--- src/rtl/rtg_pkg.sv ---
package rtg_pkg;
  localparam int NUM_TREG = 16;

  // timing register indices (address map)
  localparam int IX_V_MID_FRONT   = 0;
  localparam int IX_V_BLANK_START = 1;
  localparam int IX_V_BLANK_END   = 2;
  localparam int IX_V_MID_BACK    = 3;
  localparam int IX_V_SYNC_END    = 4;
  localparam int IX_V_SYNC_START  = 5;
  localparam int IX_V_TOTAL       = 6;
  localparam int IX_FETCH_LEAD    = 7;
  localparam int IX_H_TOTAL       = 8;
  localparam int IX_H_BLANK_START = 9;
  localparam int IX_H_BLANK_END   = 10;
  localparam int IX_H_SYNC_END    = 11;
  localparam int IX_H_SYNC_START  = 12;
  localparam int IX_H_EQ_WIDTH    = 13;
  localparam int IX_H_HALF        = 14;
  localparam int IX_H_SERR        = 15;

  localparam int CTRL_INDEX = NUM_TREG;

  // control bit positions
  localparam int BLANK_BIT = 10;
  localparam int HS_EN_HI  = 5;
  localparam int HS_EN_LO  = 4;
  localparam int VS_EN_HI  = 1;
  localparam int VS_EN_LO  = 0;
endpackage

--- src/rtl/rtg_regbank.sv ---
module rtg_regbank
  import rtg_pkg::*;
#(
  parameter int TW = 12,
  parameter int AW = 5
) (
  input  logic                         clk,
  input  logic                         rst,
  input  logic                         wr_en,
  input  logic [AW-1:0]                wr_addr,
  input  logic [TW-1:0]                wr_data,
  input  logic                         frame_end,
  output logic [NUM_TREG-1:0][TW-1:0]  act_q,
  output logic                         force_blank,
  output logic                         hs_en,
  output logic                         vs_en
);
  localparam logic [AW-1:0] CTRL_ADDR = AW'(CTRL_INDEX);

  logic [NUM_TREG-1:0][TW-1:0] shd_q;
  logic                        blank_q;
  logic [1:0]                  hs_pair_q;
  logic [1:0]                  vs_pair_q;
  logic                        xfer;

  generate
    for (genvar i = 0; i < NUM_TREG; i++) begin : g_shadow
      always_ff @(posedge clk) begin
        if (rst)
          shd_q[i] <= '0;
        else if (wr_en && (wr_addr == AW'(i)))
          shd_q[i] <= wr_data;
      end
    end
  endgenerate

  always_ff @(posedge clk) begin
    if (rst) begin
      blank_q   <= 1'b1;
      hs_pair_q <= 2'b00;
      vs_pair_q <= 2'b00;
    end else if (wr_en && (wr_addr == CTRL_ADDR)) begin
      blank_q   <= wr_data[BLANK_BIT];
      hs_pair_q <= {wr_data[HS_EN_HI], wr_data[HS_EN_LO]};
      vs_pair_q <= {wr_data[VS_EN_HI], wr_data[VS_EN_LO]};
    end
  end

  assign xfer = frame_end | blank_q;

  always_ff @(posedge clk) begin
    if (rst)
      act_q <= '0;
    else if (xfer)
      act_q <= shd_q;
  end

  assign force_blank = blank_q;
  assign hs_en       = &hs_pair_q;
  assign vs_en       = &vs_pair_q;


  shadow_hold_chk: assert property (@(posedge clk) disable iff (rst)
    !xfer |=> $stable(act_q));
endmodule

--- src/rtl/rtg_hcount.sv ---
module rtg_hcount #(
  parameter int TW = 12
) (
  input  logic          clk,
  input  logic          rst,
  input  logic          ce,
  input  logic [TW-1:0] h_total,
  input  logic [TW-1:0] h_half_point,
  output logic [TW-1:0] hc,
  output logic          h_wrap,
  output logic          h_half
);
  function automatic logic [TW:0] last_count(input logic [TW-1:0] tot);
    return {1'b0, tot} + (TW+1)'(1);
  endfunction

  logic [TW:0] h_last;

  assign h_last = last_count(h_total);
  assign h_wrap = ce && ({1'b0, hc} >= h_last);
  assign h_half = ce && (hc == h_half_point);

  always_ff @(posedge clk) begin
    if (rst)
      hc <= '0;
    else if (ce)
      hc <= h_wrap ? '0 : hc + TW'(1);
  end


  hwrap_chk: assert property (@(posedge clk) disable iff (rst)
    h_wrap |=> (hc == '0));

  hstep_chk: assert property (@(posedge clk) disable iff (rst)
    (ce && !h_wrap) |=> (hc == $past(hc) + TW'(1)));

  hold_chk: assert property (@(posedge clk) disable iff (rst)
    !ce |=> $stable(hc));
endmodule

--- src/rtl/rtg_vcount.sv ---
module rtg_vcount #(
  parameter int TW = 12
) (
  input  logic          clk,
  input  logic          rst,
  input  logic          h_wrap,
  input  logic          h_half,
  input  logic [TW-1:0] v_total,
  output logic [TW-1:0] vc,
  output logic          frame_end
);
  function automatic logic at_last(input logic [TW-1:0] c, input logic [TW-1:0] tot);
    return ({1'b0, c} + (TW+1)'(1)) >= {1'b0, tot};
  endfunction

  logic v_last;
  logic v_adv;

  assign v_last    = at_last(vc, v_total);
  assign v_adv     = h_wrap | h_half;
  assign frame_end = h_wrap && v_last;

  always_ff @(posedge clk) begin
    if (rst)
      vc <= '0;
    else if (frame_end)
      vc <= '0;
    else if (v_adv && !v_last)
      vc <= vc + TW'(1);
  end


  vwrap_chk: assert property (@(posedge clk) disable iff (rst)
    frame_end |=> (vc == '0));

  vidle_chk: assert property (@(posedge clk) disable iff (rst)
    !v_adv |=> $stable(vc));
endmodule

--- src/rtl/raster_timing_gen.sv ---
module raster_timing_gen
  import rtg_pkg::*;
#(
  parameter int TW = 12,
  parameter int AW = 5
) (
  input  logic          clk,
  input  logic          rst,
  input  logic          wr_en,
  input  logic [AW-1:0] wr_addr,
  input  logic [TW-1:0] wr_data,
  input  logic          pix2_ce,
  output logic          hsync,
  output logic          vsync,
  output logic          active,
  output logic          pipe_start,
  output logic          line_start,
  output logic          frame_start,
  output logic          eq_flag
);
  // window helpers
  function automatic logic win_wrap_incl(input logic [TW-1:0] c, s, e);
    return (c >= s) || (c <= e);
  endfunction
  function automatic logic win_wrap_excl(input logic [TW-1:0] c, s, e);
    return (c >= s) || (c < e);
  endfunction
  function automatic logic win_open(input logic [TW-1:0] c, lo, hi);
    return (c > lo) && (c < hi);
  endfunction

  logic [NUM_TREG-1:0][TW-1:0] act;
  logic          force_blank, hs_en, vs_en;
  logic [TW-1:0] hc, vc;
  logic          h_wrap, h_half, frame_end;

  // named internal events
  logic hs_raw, vs_raw, h_act, v_act, eq_v, eq_h;

  rtg_regbank #(.TW(TW), .AW(AW)) u_regs (
    .clk         (clk),
    .rst         (rst),
    .wr_en       (wr_en),
    .wr_addr     (wr_addr),
    .wr_data     (wr_data),
    .frame_end   (frame_end),
    .act_q       (act),
    .force_blank (force_blank),
    .hs_en       (hs_en),
    .vs_en       (vs_en)
  );

  rtg_hcount #(.TW(TW)) u_hcnt (
    .clk          (clk),
    .rst          (rst),
    .ce           (pix2_ce),
    .h_total      (act[IX_H_TOTAL]),
    .h_half_point (act[IX_H_HALF]),
    .hc           (hc),
    .h_wrap       (h_wrap),
    .h_half       (h_half)
  );

  rtg_vcount #(.TW(TW)) u_vcnt (
    .clk       (clk),
    .rst       (rst),
    .h_wrap    (h_wrap),
    .h_half    (h_half),
    .v_total   (act[IX_V_TOTAL]),
    .vc        (vc),
    .frame_end (frame_end)
  );

  assign hs_raw = win_wrap_incl(hc, act[IX_H_SYNC_START], act[IX_H_SYNC_END]);
  assign vs_raw = win_wrap_excl(vc, act[IX_V_SYNC_START], act[IX_V_SYNC_END]);
  assign h_act  = win_open(hc, act[IX_H_BLANK_END], act[IX_H_BLANK_START]);
  assign v_act  = win_open(vc, act[IX_V_BLANK_END], act[IX_V_BLANK_START]);
  assign eq_v   = win_wrap_excl(vc, act[IX_V_MID_FRONT], act[IX_V_MID_BACK]);
  assign eq_h   = (hc < act[IX_H_EQ_WIDTH]) || (hc >= act[IX_H_SERR]);

  assign hsync       = hs_raw & hs_en;
  assign vsync       = vs_raw & vs_en;
  assign active      = h_act & v_act & ~force_blank;
  assign pipe_start  = pix2_ce & (hc == act[IX_FETCH_LEAD]);
  assign line_start  = pix2_ce & (hc == '0);
  assign frame_start = line_start & (vc == '0);
  assign eq_flag     = eq_v & eq_h;


  line_gap_chk: assert property (@(posedge clk) disable iff (rst)
    line_start |=> !line_start);

  frame_line_chk: assert property (@(posedge clk) disable iff (rst)
    frame_end |=> (hc == '0));
endmodule

--- config.mk ---
export PLATFORM = sky130hd
export DESIGN_NAME = raster_timing_gen
export DESIGN_NICKNAME = d
export VERILOG_FILES = /design/src/rtl/rtg_pkg.sv /design/src/rtl/rtg_regbank.sv /design/src/rtl/rtg_hcount.sv /design/src/rtl/rtg_vcount.sv /design/src/rtl/raster_timing_gen.sv
export SDC_FILE = /design/constraint.sdc
export NUM_CORES = 1
export LEC_CHECK = 0
export BUFFER_PORTS_ARGS = -buffer_cell sky130_fd_sc_hd__buf_2
export CAP_MARGIN = 5
export CORE_ASPECT_RATIO = 0.75
export CORE_MARGIN = 3
export CORE_UTILIZATION = 60
export CTS_CLUSTER_DIAMETER = 120
export DETAILED_ROUTE_END_ITERATION = 16
export MAX_ROUTING_LAYER = met4
export PLACE_DENSITY = 0.73
export SYNTH_ARGS = -nofsm -noshare
export SYNTH_HDL_FRONTEND = slang
export SYNTH_SLANG_ARGS = --single-unit
--- constraint.sdc ---
create_clock -name clk -period 3.7 [get_ports clk]
set_clock_uncertainty 0.15 [all_clocks]
set_input_delay 1.11 -clock clk [delete_from_list [all_inputs] [get_ports clk]]
set_output_delay 1.11 -clock clk [all_outputs]
set_load 0.1 [all_outputs]
# --- After elaboration in Yosys (flattened, before gate mapping) ---
# Cells that the tools add are included.
classes:
  add_sub_neg: 4
  magnitude_cmp: 14
  n_eq_ne: 18
  mux: 1
  bitwise: 11
  n_reduce_logical: 34
op_table:
  columns: ["cell", "count"]
  rows:
  - ["$lt A12 B12 Y1", 5]
  - ["$ge A12 B12 Y1", 4]
  - ["$eq A5 B4 Y1 const B", 8]
  - ["$add A12 B1 Y13 const B", 2]
  - ["$add A12 B1 Y12 const B", 2]
  - ["$eq A12 B12 Y1", 2]
  - ["$gt A12 B12 Y1", 2]
  - ["$logic_not A12 Y1", 2]
  - ["$logic_and A1 B1 Y1", 23]
  - ["$eq A5 B3 Y1 const B", 4]
  - ["$ge A12 B13 Y1", 1]
  - ["$ge A13 B12 Y1", 1]
  - ["$le A12 B12 Y1", 1]
  - ["$mux W12", 1]
  - ["$eq A5 B2 Y1 const B", 2]
  - ["$and A1 B1 Y1", 8]
  - ["$eq A5 B1 Y1 const B", 1]
  - ["$eq A5 B5 Y1 const B", 1]
  - ["$logic_not A5 Y1", 1]
  - ["$logic_or A1 B1 Y1", 4]
  - ["$reduce_and A2 Y1", 2]
  - ["$or A1 B1 Y1", 2]
  - ["$reduce_or A2 Y1", 1]
  - ["$logic_not A1 Y1", 1]
  - ["$not A1 Y1", 1]
word_totals:
  regBits: 413
  inputBits: 21
  out_inout_bits: 7
  word_cells: 119

# --- Logic depth before layout (Yosys ltp) ---
# Gate-level depths: netlist (run 1).
depth:
  word_depth: 5
  ltp_mapped: 15
  mapped_depth_nobuf: 12

# --- By module ---
# From an unflattened synthesis (run 1), not the netlist that was laid out.
hier_totals:
  cells_unflattened: 2328
  hier_area_um2: 20204.4
modules_own_cells:
  columns: ["mod", "n_inst", "cells_per_inst", "area_each_um2", "seq_area_each_um2"]
  rows:
  - ["rtg_regbank", 1, 1532, 14189.9, 7787.5]
  - ["raster_timing_gen", 1, 496, 3611.0, 0.0]
  - ["rtg_hcount", 1, 150, 1203.7, 240.2]
  - ["rtg_vcount", 1, 150, 1199.9, 240.2]

# --- Worst setup path after synthesis (run 1) ---
# Ideal clock, no wire load.
synth_timing:
  path_kind: "reg2out"
  from: "register u_hcnt.hc[0]"
  to: "output port active"
  t_arrival_ns: 4.644
  t_required_ns: 2.440
  path_slack_ns: -2.204
  stages_incl_launch_ff: 10
  path_buffers: 1
  cell_sequence: "dfxtp_1 clkbuf_1 inv_1 ha_1 nor2b_1 o21a_1 o21ai_0 a211oi_1 a2111oi_0 nor4b_1"
synth_between:
  elab_chain_cells: 4
  elab_cells_between_ends: 5
  classes_between: "2 x order compare; 2 x bitwise; 1 x reduce/logical"
synth_rtl:
  columns: ["item", "line_no", "text"]
  rows:
  - ["start, declared", "rtg_hcount.sv:9", "output logic [TW-1:0] hc,"]
  - ["start signal, assigned", "rtg_hcount.sv:27", "hc <= h_wrap ? '0 : hc + TW'(1);"]
  - ["$gt A12 B12 Y1 / $lt A12 B12 Y1 (equally long branches)", "raster_timing_gen.sv:29", "return (c > lo) && (c < hi);"]
  - ["$logic_and A1 B1 Y1 (*)", "raster_timing_gen.sv:29", null]
  - ["$and A1 B1 Y1 (*) (2 in series)", "raster_timing_gen.sv:83", "assign active = h_act & v_act & ~force_blank;"]
  - ["end, declared", "raster_timing_gen.sv:15", "output logic active,"]
# Every way passes the cells marked *; elsewhere a longest branch is shown, timed or not.

# --- Worst setup path in the final report (run 1) ---
layout_timing:
  from: "register u_hcnt.hc[5]"
  to: "output port eq_flag"
layout_between:
  elab_chain_cells: 3
  elab_cells_between_ends: 4
  classes_between: "2 x order compare; 1 x bitwise; 1 x reduce/logical"
layout_rtl:
  columns: ["item", "line_no", "text"]
  rows:
  - ["$lt A12 B12 Y1 / $ge A12 B12 Y1 (equally long branches)", "raster_timing_gen.sv:79", "assign eq_h = (hc < act[IX_H_EQ_WIDTH]) || (hc >= act[IX_H_SERR]);"]
  - ["$logic_or A1 B1 Y1 (*)", "raster_timing_gen.sv:79", null]
  - ["$and A1 B1 Y1 (*)", "raster_timing_gen.sv:87", "assign eq_flag = eq_v & eq_h;"]
  - ["end, declared", "raster_timing_gen.sv:19", "output logic eq_flag"]
# Marks and branches as above.

==> results of run 1 <==
[area by class of cell]
class	count	area share, %
Inverter	160	2.625
Timing Repair Buffer	133	5.304
Multi-Input combinational cell	1675	48.32
Tap cell	450	2.411
Sequential cell	413	35.64
Clock inverter	15	0.5144
Clock buffer	58	5.192
[per-stage QoR]
step                      instances  instance area, sq um
after floorplan                2413                 20680
after global placement         2812                 21310
after detailed placement       2812                 21310
after CTS                      2898                 23020
after global routing           2904                 23350
final                          2904                 23350
[path summary, 6_finish.rpt]
kind	start	to	slack [ns]
setup / recovery	u_hcnt.hc[5]$_SDFFE_PP0P_	eq_flag	-0.21
hold / removal	u_regs.shd_q[168]$_SDFFE_PP0P_	u_regs.act_q[168]$_SDFFE_PP0P_	0.30
setup reg to reg	u_vcnt.vc[0]$_SDFFE_PP0P_	u_regs.act_q[89]$_SDFFE_PP0P_	0.09
hold reg to reg	u_regs.shd_q[168]$_SDFFE_PP0P_	u_regs.act_q[168]$_SDFFE_PP0P_	0.30
[power by group]
group	switching [mW]	leakage, nW	internal (mW)
Combinational	0.452	4.72	0.200
Sequential	0.0176	3.34	4.47
Clock	1.81	0.664	2.36
[cell families (layout without fill, tap and decap cells)]
family / after synthesis / after routing
and+or+nand+nor: 906 / 906
DFF: 413 / 413
buffers and inverters: 325 / 366
AOI/OAI and AO/OA: 276 / 276
muxes: 271 / 271
adders and majority gates: 168 / 168
xor gates and xnor gates: 54 / 54
[state kept, by name, indices dropped and copies added (netlist names)]
name                flops
u_regs.act_q          192
u_regs.shd_q          192
u_hcnt.hc              12
u_vcnt.vc              12
u_regs.hs_pair_q        2
u_regs.vs_pair_q        2
u_regs.force_blank      1
[routing by layer]
layer,vias up,track usage (%)
met4,0,11.00
met5,-,-
met2,589,42.10
li1,8015,-
met1,7849,43.53
met3,144,6.056
[critical path: cells and delay by family (launching register included)]
| kind | cells | cell delay (ns) |
|---|---|---|
| compound gates | 6 | 1.28 |
| fa+ha+maj | 1 | 0.21 |
| buf+inv | 1 | 0.21 |
| flops | 1 | 0.40 |
[cells in the mapped netlist, types with 10 or more instances]
| cell type | count |
|---|---|
| nand4_1 | 22 |
| nor2_1 | 113 |
| xnor2_1 | 34 |
| nand2_1 | 618 |
| mux2i_1 | 270 |
| dfxtp_1 | 413 |
| a21o_1 | 32 |
| ha_1 | 168 |
| clkbuf_1 | 132 |
| xor2_1 | 20 |
| inv_1 | 159 |
| a21oi_1 | 148 |
| nand2b_1 | 10 |
| buf_12 | 20 |
| nand3_1 | 75 |
| nor3_1 | 16 |
| o21ai_0 | 27 |
[timing repair]
| item | 4_1_cts | 5_1_grt |
|---|---|---|
| hold buffers | 0 | 0 |
| gates resized for setup | 70 | 54 |
| pin swaps | 27 | 25 |
| buffers inserted | 14 | 5 |
| setup endpoints to repair | 7 | 174 |
| cloned | 0 | 1 |
==> flow_metrics.env, run 1 <==
export IMPL_status="finished with violations"
export IMPL_violations="setup timing"
export IMPL_cts_tree="done"
export IMPL_synth_edff_count=0
export IMPL_ant_nets=0
export IMPL_hold_depth=2
export IMPL_yosys_top_cells_area="dfxtp_1 (40%), mux2i_1 (13%), nand2_1 (11%)"
export IMPL_synthArstFlopShare_pct=0
export IMPL_drcViolationCount=0
export IMPL_cp_slowest_cell="dfxtp_4"
export IMPL_setup_tns_final_ns=-0.4798
export IMPL_min_period_ns=3.913
export IMPL_h_tree_depth=2
export IMPL_multiInputGateArea_sq_mm=0.01128
export IMPL_cts_buffer_depth=3
export IMPL_synth_xor_area_share_pct=2.295
export IMPL_critPathArrivalTime_ns=2.65
export IMPL_routed_wl_um=55060
export IMPL_grt_max_degree=132
export IMPL_cts_buffers=41
export IMPL_path_class="reg -> out"
export IMPL_synth_top_area_share_pct=40.12
export IMPL_max_freq_ghz=0.2556
export IMPL_syn_area_per_cell_sq_um=8.541
export IMPL_vias_per_cell=5.715
export IMPL_synth_adder_area_share_pct=10.20
export IMPL_syn_nets=2602
export IMPL_fp_row_count=58
export IMPL_r2r_cells=13
export IMPL_drt_iter0_markers=1586
export IMPL_place_port_buffers=27
export IMPL_worst_pin_slew_ns=0.8110
export IMPL_slowest_delay_ns=0.40
export IMPL_critPathMaxFanout=4
export IMPL_vias=16600
export IMPL_synth_area_sq_mm=0.02061
export IMPL_fin_crit_sh_pct=105.8
export IMPL_ir_drop_v=0.0003444
export IMPL_layout_commonest_cell="nand2_1"
export IMPL_core_area_sq_mm=0.03367
export IMPL_drive_gt1_share_pct=12.22
export IMPL_setup_viol=3
export IMPL_synthSimpleGateAreaFrac_pct=18.32
export IMPL_dieArea_sq_mm=0.03663
export IMPL_ios=28
export IMPL_crit_chain="ha_4, a21o_1, a21o_1, a2111oi_2, o21a_1, o21ai_4, a22oi_2, buf_12"
export IMPL_clock_latency_ns=0.56
export IMPL_drt_wirelength_per_cell_um=18.96
export IMPL_critPathRequiredTime_ns=2.44
export IMPL_synth_top_family_by_area="simple AND/OR/NAND/NOR gates"
export IMPL_synth_cells=2413
export IMPL_end_kind="primary output"
export IMPL_pre_cts_slack_ns=0.05564
export IMPL_grtUsageTotal_pct=30.30
export IMPL_route_met2_wl_um=22900
export IMPL_critPathLaunchType="flip-flop"
export IMPL_hp_class="reg -> reg"
export IMPL_power_leakage_nw=8.730
export IMPL_rsz0062_at_grt="true"
export IMPL_holdWs_ns=0.2974
export IMPL_topRoutingLayerUsed="met4"
export IMPL_antenna_found_initial=0
export IMPL_area_growth_pct=13.31
export IMPL_final_cell_mix="nand2_1 (618), dfxtp_1 (388), mux2i_1 (270)"
export IMPL_num_antenna_cells=0
export IMPL_drv_cap=0
export IMPL_total_power_mw=9.313
export IMPL_start_util_pct=61.21
export IMPL_final_util_pct=69.35
export IMPL_dp_final_hpwl_um=34870
export IMPL_clk_pin_slew_ns=0.07
export IMPL_grt_ovfl_total=0
export IMPL_wl_met3_um=4611
export IMPL_relSlewSlack_pct=45.80
export IMPL_yosysUniqueCellTypes=56
export IMPL_place_congestion=0.9438
export IMPL_yosysSeqAreaShare_pct=40.12
export IMPL_final_max_slew_viol_count=0
export IMPL_clock_root_buffer="clkbuf_16"
export IMPL_first_pass_iters=9
export IMPL_crit_top_cell="a21o_1"
export IMPL_synth_seq_cells=413
export IMPL_fin_ws_ns=-0.2131
export IMPL_fillers=2664
export IMPL_fin_nets=2613
export IMPL_synth_top_area_cell="dfxtp_1"
export IMPL_grt_pass1_vias=15650
export IMPL_die_x_um=220.0
export IMPL_grt_first_pass_wirelength_um=85720
export IMPL_finalHoldViolCount=0
export IMPL_wl_met1_um=25530
export IMPL_ys_warn_count=0
export IMPL_synth_compound_area_share_pct=8.317
export IMPL_synthMuxAreaShare_pct=13.17
export IMPL_clkSinkCount=413
export IMPL_die_h_um=166.5
export IMPL_seq_area_sq_mm=0.008322
export IMPL_synth_main_ff_cell="dfxtp_1"
export IMPL_p_per_area_mw_per_mm2=398.8
Note: power is estimated with default switching activity, not from simulation.
==> run 2: changes to the inputs <==
--- a/config.mk
+++ b/config.mk
@@ -7,13 +7,15 @@
 export LEC_CHECK = 0
 export BUFFER_PORTS_ARGS = -buffer_cell sky130_fd_sc_hd__buf_2
 export CAP_MARGIN = 5
+export CELL_PAD_IN_SITES_DETAIL_PLACEMENT = 0
+export CELL_PAD_IN_SITES_GLOBAL_PLACEMENT = 1
 export CORE_ASPECT_RATIO = 0.75
 export CORE_MARGIN = 3
-export CORE_UTILIZATION = 60
+export CORE_UTILIZATION = 49
 export CTS_CLUSTER_DIAMETER = 120
 export DETAILED_ROUTE_END_ITERATION = 16
 export MAX_ROUTING_LAYER = met4
-export PLACE_DENSITY = 0.73
+export PLACE_DENSITY = 0.77
 export SYNTH_ARGS = -nofsm -noshare
 export SYNTH_HDL_FRONTEND = slang
 export SYNTH_SLANG_ARGS = --single-unit
==> run 2 against run 1 <==
The run still ends with setup timing left. Power is 2.3% higher. Final area increased by 0.89%. Via count is 2.2% lower. Largest cell class unchanged. Highest routed layer unchanged.
==> flow_metrics.env, run 2 (synthesized netlist as in run 1, its figures left out) <==
export IMPL_vias=16240
export IMPL_power_leakage_nw=8.728
export IMPL_holdWs_ns=0.2960
export IMPL_fin_crit_sh_pct=108.9
export IMPL_routed_wl_um=57840
export IMPL_crit_top_cell="a21o_1"
export IMPL_power_switching_mw=2.325
export IMPL_antenna_found_initial=2
export IMPL_dp_final_hpwl_um=36490
export IMPL_p_sw_share_pct=24.41
export IMPL_critPathArrivalTime_ns=2.77
export IMPL_max_freq_ghz=0.2482
export IMPL_drt_wirelength_per_cell_um=19.18
export IMPL_clock_root_buffer="clkbuf_16"
export IMPL_critPathMaxFanout=2
export IMPL_stdcell_count=3016
export IMPL_drcViolationCount=0
export IMPL_grt_first_pass_wirelength_um=89510
export IMPL_critPathLaunchType="flip-flop"
export IMPL_p_int_mw=7.200
export IMPL_fin_ws_ns=-0.3283
export IMPL_startpoint="u_regs.act_q[5]$_SDFFE_PP0P_"
export IMPL_cts_buffers=42
export IMPL_final_cell_mix="nand2_1 (617), dfxtp_1 (394), mux2i_1 (270)"
export IMPL_crit_chain="inv_1, ha_1, a21o_1, a21o_1, a2111oi_4, o21ai_1, a221oi_2, a22oi_2, buf_12"
export IMPL_finalHoldViolCount=0
export IMPL_dp_cells=2926
export IMPL_worst_pin_slew_ns=0.9671
export IMPL_die_h_um=183.6
export IMPL_drive_gt1_share_pct=11.74
export IMPL_layout_commonest_cell="nand2_1"
export IMPL_ir_drop_v=0.0003663
export IMPL_p_per_area_mw_per_mm2=404.3
export IMPL_grt_ovfl_total=0
export IMPL_first_pass_iters=5
export IMPL_place_congestion=0.8843
export IMPL_start_util_pct=50.07
export IMPL_setup_viol=4
export IMPL_clkPwrFrac_pct=46.2
export IMPL_min_delay_start="u_regs.shd_q[144]$_SDFFE_PP0P_"
export IMPL_cts_buffer_depth=3
export IMPL_grt_pass1_vias=15440
export IMPL_min_period_ns=4.028
export IMPL_dieArea_sq_mm=0.04458
export IMPL_fp_row_count=64
export IMPL_final_max_slew_viol_count=0
export IMPL_area_growth_pct=14.32
export IMPL_setup_tns_final_ns=-0.6609
export IMPL_h_tree_depth=2
export IMPL_core_area_sq_mm=0.04116
export IMPL_cp_slowest_cell="dfxtp_1"
export IMPL_grtUsageTotal_pct=26.39
export IMPL_cts_tree="done"
export IMPL_rsz0062_at_grt="true"
export IMPL_hp_class="reg -> reg"
export IMPL_top_regs="u_regs.act_q (192), u_regs.shd_q (192)"
export IMPL_clkSinkCount=413
export IMPL_die_x_um=242.8
export IMPL_ant_nets=0
export IMPL_ios=28
export IMPL_clk_pin_slew_ns=0.06
export IMPL_violations="setup timing"
export IMPL_relSlewSlack_pct=35.53
export IMPL_status="finished with violations"
export IMPL_drv_cap=0
export IMPL_path_class="reg -> out"
export IMPL_slowest_delay_ns=0.34
export IMPL_grt_max_degree=143
export IMPL_critPathRequiredTime_ns=2.44
export IMPL_clock_latency_ns=0.56
export IMPL_fin_nets=2612
export IMPL_vias_per_cell=5.384
export IMPL_power_frac_comb_pct=6.8
export IMPL_drt_iter0_markers=1387
export IMPL_end_kind="primary output"
export IMPL_seqPwrFrac_pct=47.1
export IMPL_pre_cts_slack_ns=0.05031
export IMPL_place_port_buffers=27
export IMPL_r2r_start="u_vcnt.vc[0]$_SDFFE_PP0P_"
[run 2: cell types whose count changed in the layout (fill, tap and decap cells not counted), sizes merged]
| cell | change |
|---|---|
| inv | -2 |
| clkinv | -6 |
| buf | -2 |
| clkinvlp | +2 |
| diode | +1 |
| clkbuf | +8 |
[run 2: per-stage QoR]
| stage | util, % | power, mW | cell area, sq um |
|---|---|---|---|
| floorplan | - | 4.967 | 20680 |
| global placement | 52.34 | 5.199 | 21540 |
| detailed placement | 52.34 | 5.206 | 21540 |
| CTS | 56.64 | 9.593 | 23310 |
| global route | 57.24 | 9.817 | 23560 |
| finish | 57.24 | 9.524 | 23560 |
[run 2: power groups by stage]
stage	combinational (mW)	sequential (mW)	clock, mW
2_1_floorplan	0.382	4.58	0
3_3_place_gp	0.612	4.59	0
3_5_place_dp	0.618	4.59	0
4_1_cts	0.636	4.49	4.47
5_1_grt	0.686	4.48	4.65
6_report	0.644	4.48	4.40
[run 2: what timing repair did]
action,in CTS,in global routing
setup buffers,10,4
pin swaps,30,33
gates cloned,0,1
setup endpoints to repair,5,163
hold buffers,0,0
resized for setup,81,34
[run 2: cell type report]
class | instances | area, sq um
fillers | 3732 | 17600
clock buffers | 66 | 1335
flip-flops and latches | 413 | 8312
multi-input cells | 1675 | 11230
clock inverters | 9 | 77.57
inverters | 160 | 610.6
diodes | 1 | 2.502
well taps | 561 | 701.9
repair buffers | 131 | 1292
[run 2: final timing paths]
kind | depth (start not counted) | slack, ns | end
hold / removal | 2 | 0.30 | u_regs.act_q[144]$_SDFFE_PP0P_
setup reg to reg | 15 | 0.17 | u_regs.act_q[65]$_SDFFE_PP0P_
hold reg to reg | 2 | 0.30 | u_regs.act_q[144]$_SDFFE_PP0P_
setup / recovery | 9 | -0.33 | eq_flag
[run 2: per-layer routing]
layer  share of wire (%)  vias up  global-route usage (%)
li1                    -     8027                       -
met1                  52     7776                   39.36
met2                  42      368                   38.42
met3                 5.4       66                   3.470
met4                 1.5        0                   4.729
met5                   0        -                       -
[run 2: worst max-delay path: cells and delay by family, from the launching register on]
| family | cells | cell delay [ns] |
|---|---|---|
| fa+ha+maj | 1 | 0.31 |
| buf+inv | 2 | 0.25 |
| compound gates | 6 | 1.30 |
| flops | 1 | 0.34 |
==> run 3: changes to the inputs <==
--- a/config.mk
+++ b/config.mk
@@ -16,6 +16,7 @@
 export DETAILED_ROUTE_END_ITERATION = 16
 export MAX_ROUTING_LAYER = met4
 export PLACE_DENSITY = 0.77
+export RECOVER_POWER = 25
 export SYNTH_ARGS = -nofsm -noshare
 export SYNTH_HDL_FRONTEND = slang
 export SYNTH_SLANG_ARGS = --single-unit
==> run 3 against run 2 <==
The flow finishes with violations (capacitance limit, slew limit, setup timing). Register-to-register slack hardly changed. Setup slack worse by 0.0078 ns. Via count is 0.31% higher. Flip-flop and latch count did not move. Core utilization down 0.064 points. Clock power about the same. Global-route usage is the same. Count of clock-buffer cells in the layout did not move. Non-clock buffer count unchanged. Cell count unchanged. Worst hold slack barely moved. Combinational power is essentially flat. Highest routed layer unchanged.
==> flow_metrics.env, run 3 (synthesized netlist as in run 1, its figures left out) <==
export IMPL_start_util_pct=50.07
export IMPL_ir_drop_v=0.0003664
export IMPL_routed_wl_um=57860
export IMPL_total_power_mw=9.520
export IMPL_place_congestion=0.8843
export IMPL_grt_max_degree=143
export IMPL_vias_per_cell=5.400
export IMPL_fin_ws_ns=-0.3361
export IMPL_violations="capacitance limit, slew limit, setup timing"
export IMPL_drcViolationCount=0
export IMPL_finalHoldViolCount=0
export IMPL_clock_latency_ns=0.56
export IMPL_critPathMaxFanout=2
export IMPL_critPathRequiredTime_ns=2.44
export IMPL_fin_nets=2612
export IMPL_place_port_buffers=27
export IMPL_clkSinkCount=413
export IMPL_critPathLaunchType="flip-flop"
export IMPL_ant_nets=0
export IMPL_cts_buffers=42
export IMPL_path_class="reg -> out"
export IMPL_relSlewSlack_pct=-24.65
export IMPL_setup_tns_final_ns=-0.6795
export IMPL_status="finished with violations"
export IMPL_antenna_found_initial=2
export IMPL_dp_final_hpwl_um=36490
export IMPL_final_cell_mix="nand2_1 (617), dfxtp_1 (394), mux2i_1 (270)"
export IMPL_grt_ovfl_total=0
export IMPL_dieArea_sq_mm=0.04458
export IMPL_r2r_start="u_vcnt.vc[0]$_SDFFE_PP0P_"
export IMPL_grt_pass1_vias=15440
export IMPL_p_per_area_mw_per_mm2=404.5
export IMPL_worst_pin_slew_ns=1.870
export IMPL_clock_root_buffer="clkbuf_16"
export IMPL_rsz0062_at_grt="true"
export IMPL_die_h_um=183.6
export IMPL_drt_iter0_markers=1357
export IMPL_top_regs="u_regs.act_q (192), u_regs.shd_q (192)"
export IMPL_min_period_ns=4.036
export IMPL_grtUsageTotal_pct=26.39
export IMPL_setup_viol=4
export IMPL_startpoint="u_regs.act_q[5]$_SDFFE_PP0P_"
export IMPL_layout_commonest_cell="nand2_1"
export IMPL_clk_pin_slew_ns=0.07
export IMPL_drv_cap=2
export IMPL_seq_area_sq_mm=0.008312
export IMPL_max_freq_ghz=0.2478
export IMPL_min_delay_start="u_regs.shd_q[32]$_SDFFE_PP0P_"
export IMPL_h_tree_depth=2
export IMPL_grt_first_pass_wirelength_um=89510
export IMPL_core_area_sq_mm=0.04116
export IMPL_cts_buffer_depth=3
export IMPL_multiInputGateArea_sq_mm=0.01123
export IMPL_ios=28
export IMPL_drive_gt1_share_pct=11.61
export IMPL_die_x_um=242.8
export IMPL_power_leakage_nw=8.716
export IMPL_drt_wirelength_per_cell_um=19.18
export IMPL_fillers=3739
export IMPL_final_max_slew_viol_count=158
export IMPL_vias=16290
export IMPL_cts_tree="done"
export IMPL_hp_class="reg -> reg"
export IMPL_fp_row_count=64
export IMPL_end_kind="primary output"
export IMPL_fin_crit_sh_pct=109.1
export IMPL_first_pass_iters=5
export IMPL_critPathArrivalTime_ns=2.78
export IMPL_area_growth_pct=14.19
[run 3: critical path, cell delays in order, from the launching register on]
cell and delay, ns:
dfxtp_1 0.34, inv_1 0.06, ha_1 0.31, a21o_1 0.17, a21o_1 0.21, a2111oi_4 0.33
o21ai_1 0.12, a221oi_2 0.32, a22oi_2 0.16, buf_12 0.20
[run 3: path summary, 6_finish.rpt]
check	endpoint	slack, ns	cells past startpoint
min	u_regs.act_q[32]$_SDFFE_PP0P_	0.30	2
max reg2reg	u_regs.act_q[15]$_SDFFE_PP0P_	0.16	15
max	eq_flag	-0.34	9
min reg2reg	u_regs.act_q[32]$_SDFFE_PP0P_	0.30	2
[run 3: final cells by class]
cell class | count | area share [%]
Multi-Input combinational cell | 1675 | 47.70
Sequential cell | 413 | 35.32
Timing Repair Buffer | 131 | 5.423
Inverter | 160 | 2.563
Tap cell | 561 | 2.983
Clock buffer | 66 | 5.673
Antenna cell | 1 | 0.01063
Clock inverter | 9 | 0.3296
[run 3: stage by stage]
step / instances / hold WS, ns / instance area [sq um] / worst slack (ns) / utilization [%]
2_1_floorplan: 2413 / 0.2841 / 20680 / -0.2046 / -
3_5_place_dp: 2926 / 0.2942 / 21540 / 0.05031 / 52.34
6_report: 3016 / 0.2963 / 23530 / -0.3361 / 57.18
3_3_place_gp: 2926 / 0.2888 / 21540 / 0.08296 / 52.34
4_1_cts: 3011 / 0.2994 / 23310 / -0.3810 / 56.64
5_1_grt: 3016 / 0.3126 / 23530 / -0.4455 / 57.18
[run 3: where the power goes]
part	total [mW]	leakage, nW	internal, mW	switching (mW)
Clock	4.39	0.692	2.54	1.85
Combinational	0.642	4.68	0.185	0.457
Sequential	4.48	3.34	4.47	0.0165
Total	9.52	8.72	7.20	2.32
[run 3: per-layer routing]
metal	routed length, um	vias to the layer above	track usage, %
met5	0	-	-
met4	809	0	4.729
met3	3206	61	3.470
met2	23940	388	38.42
met1	29900	7816	39.36
li1	-	8022	-
[run 3: what timing repair did]
action	4_1_cts	5_1_grt
setup endpoints to repair	5	163
resized for setup	81	34
buffers inserted	10	4
pin swaps	30	33
hold buffers	0	0
cloned	0	1
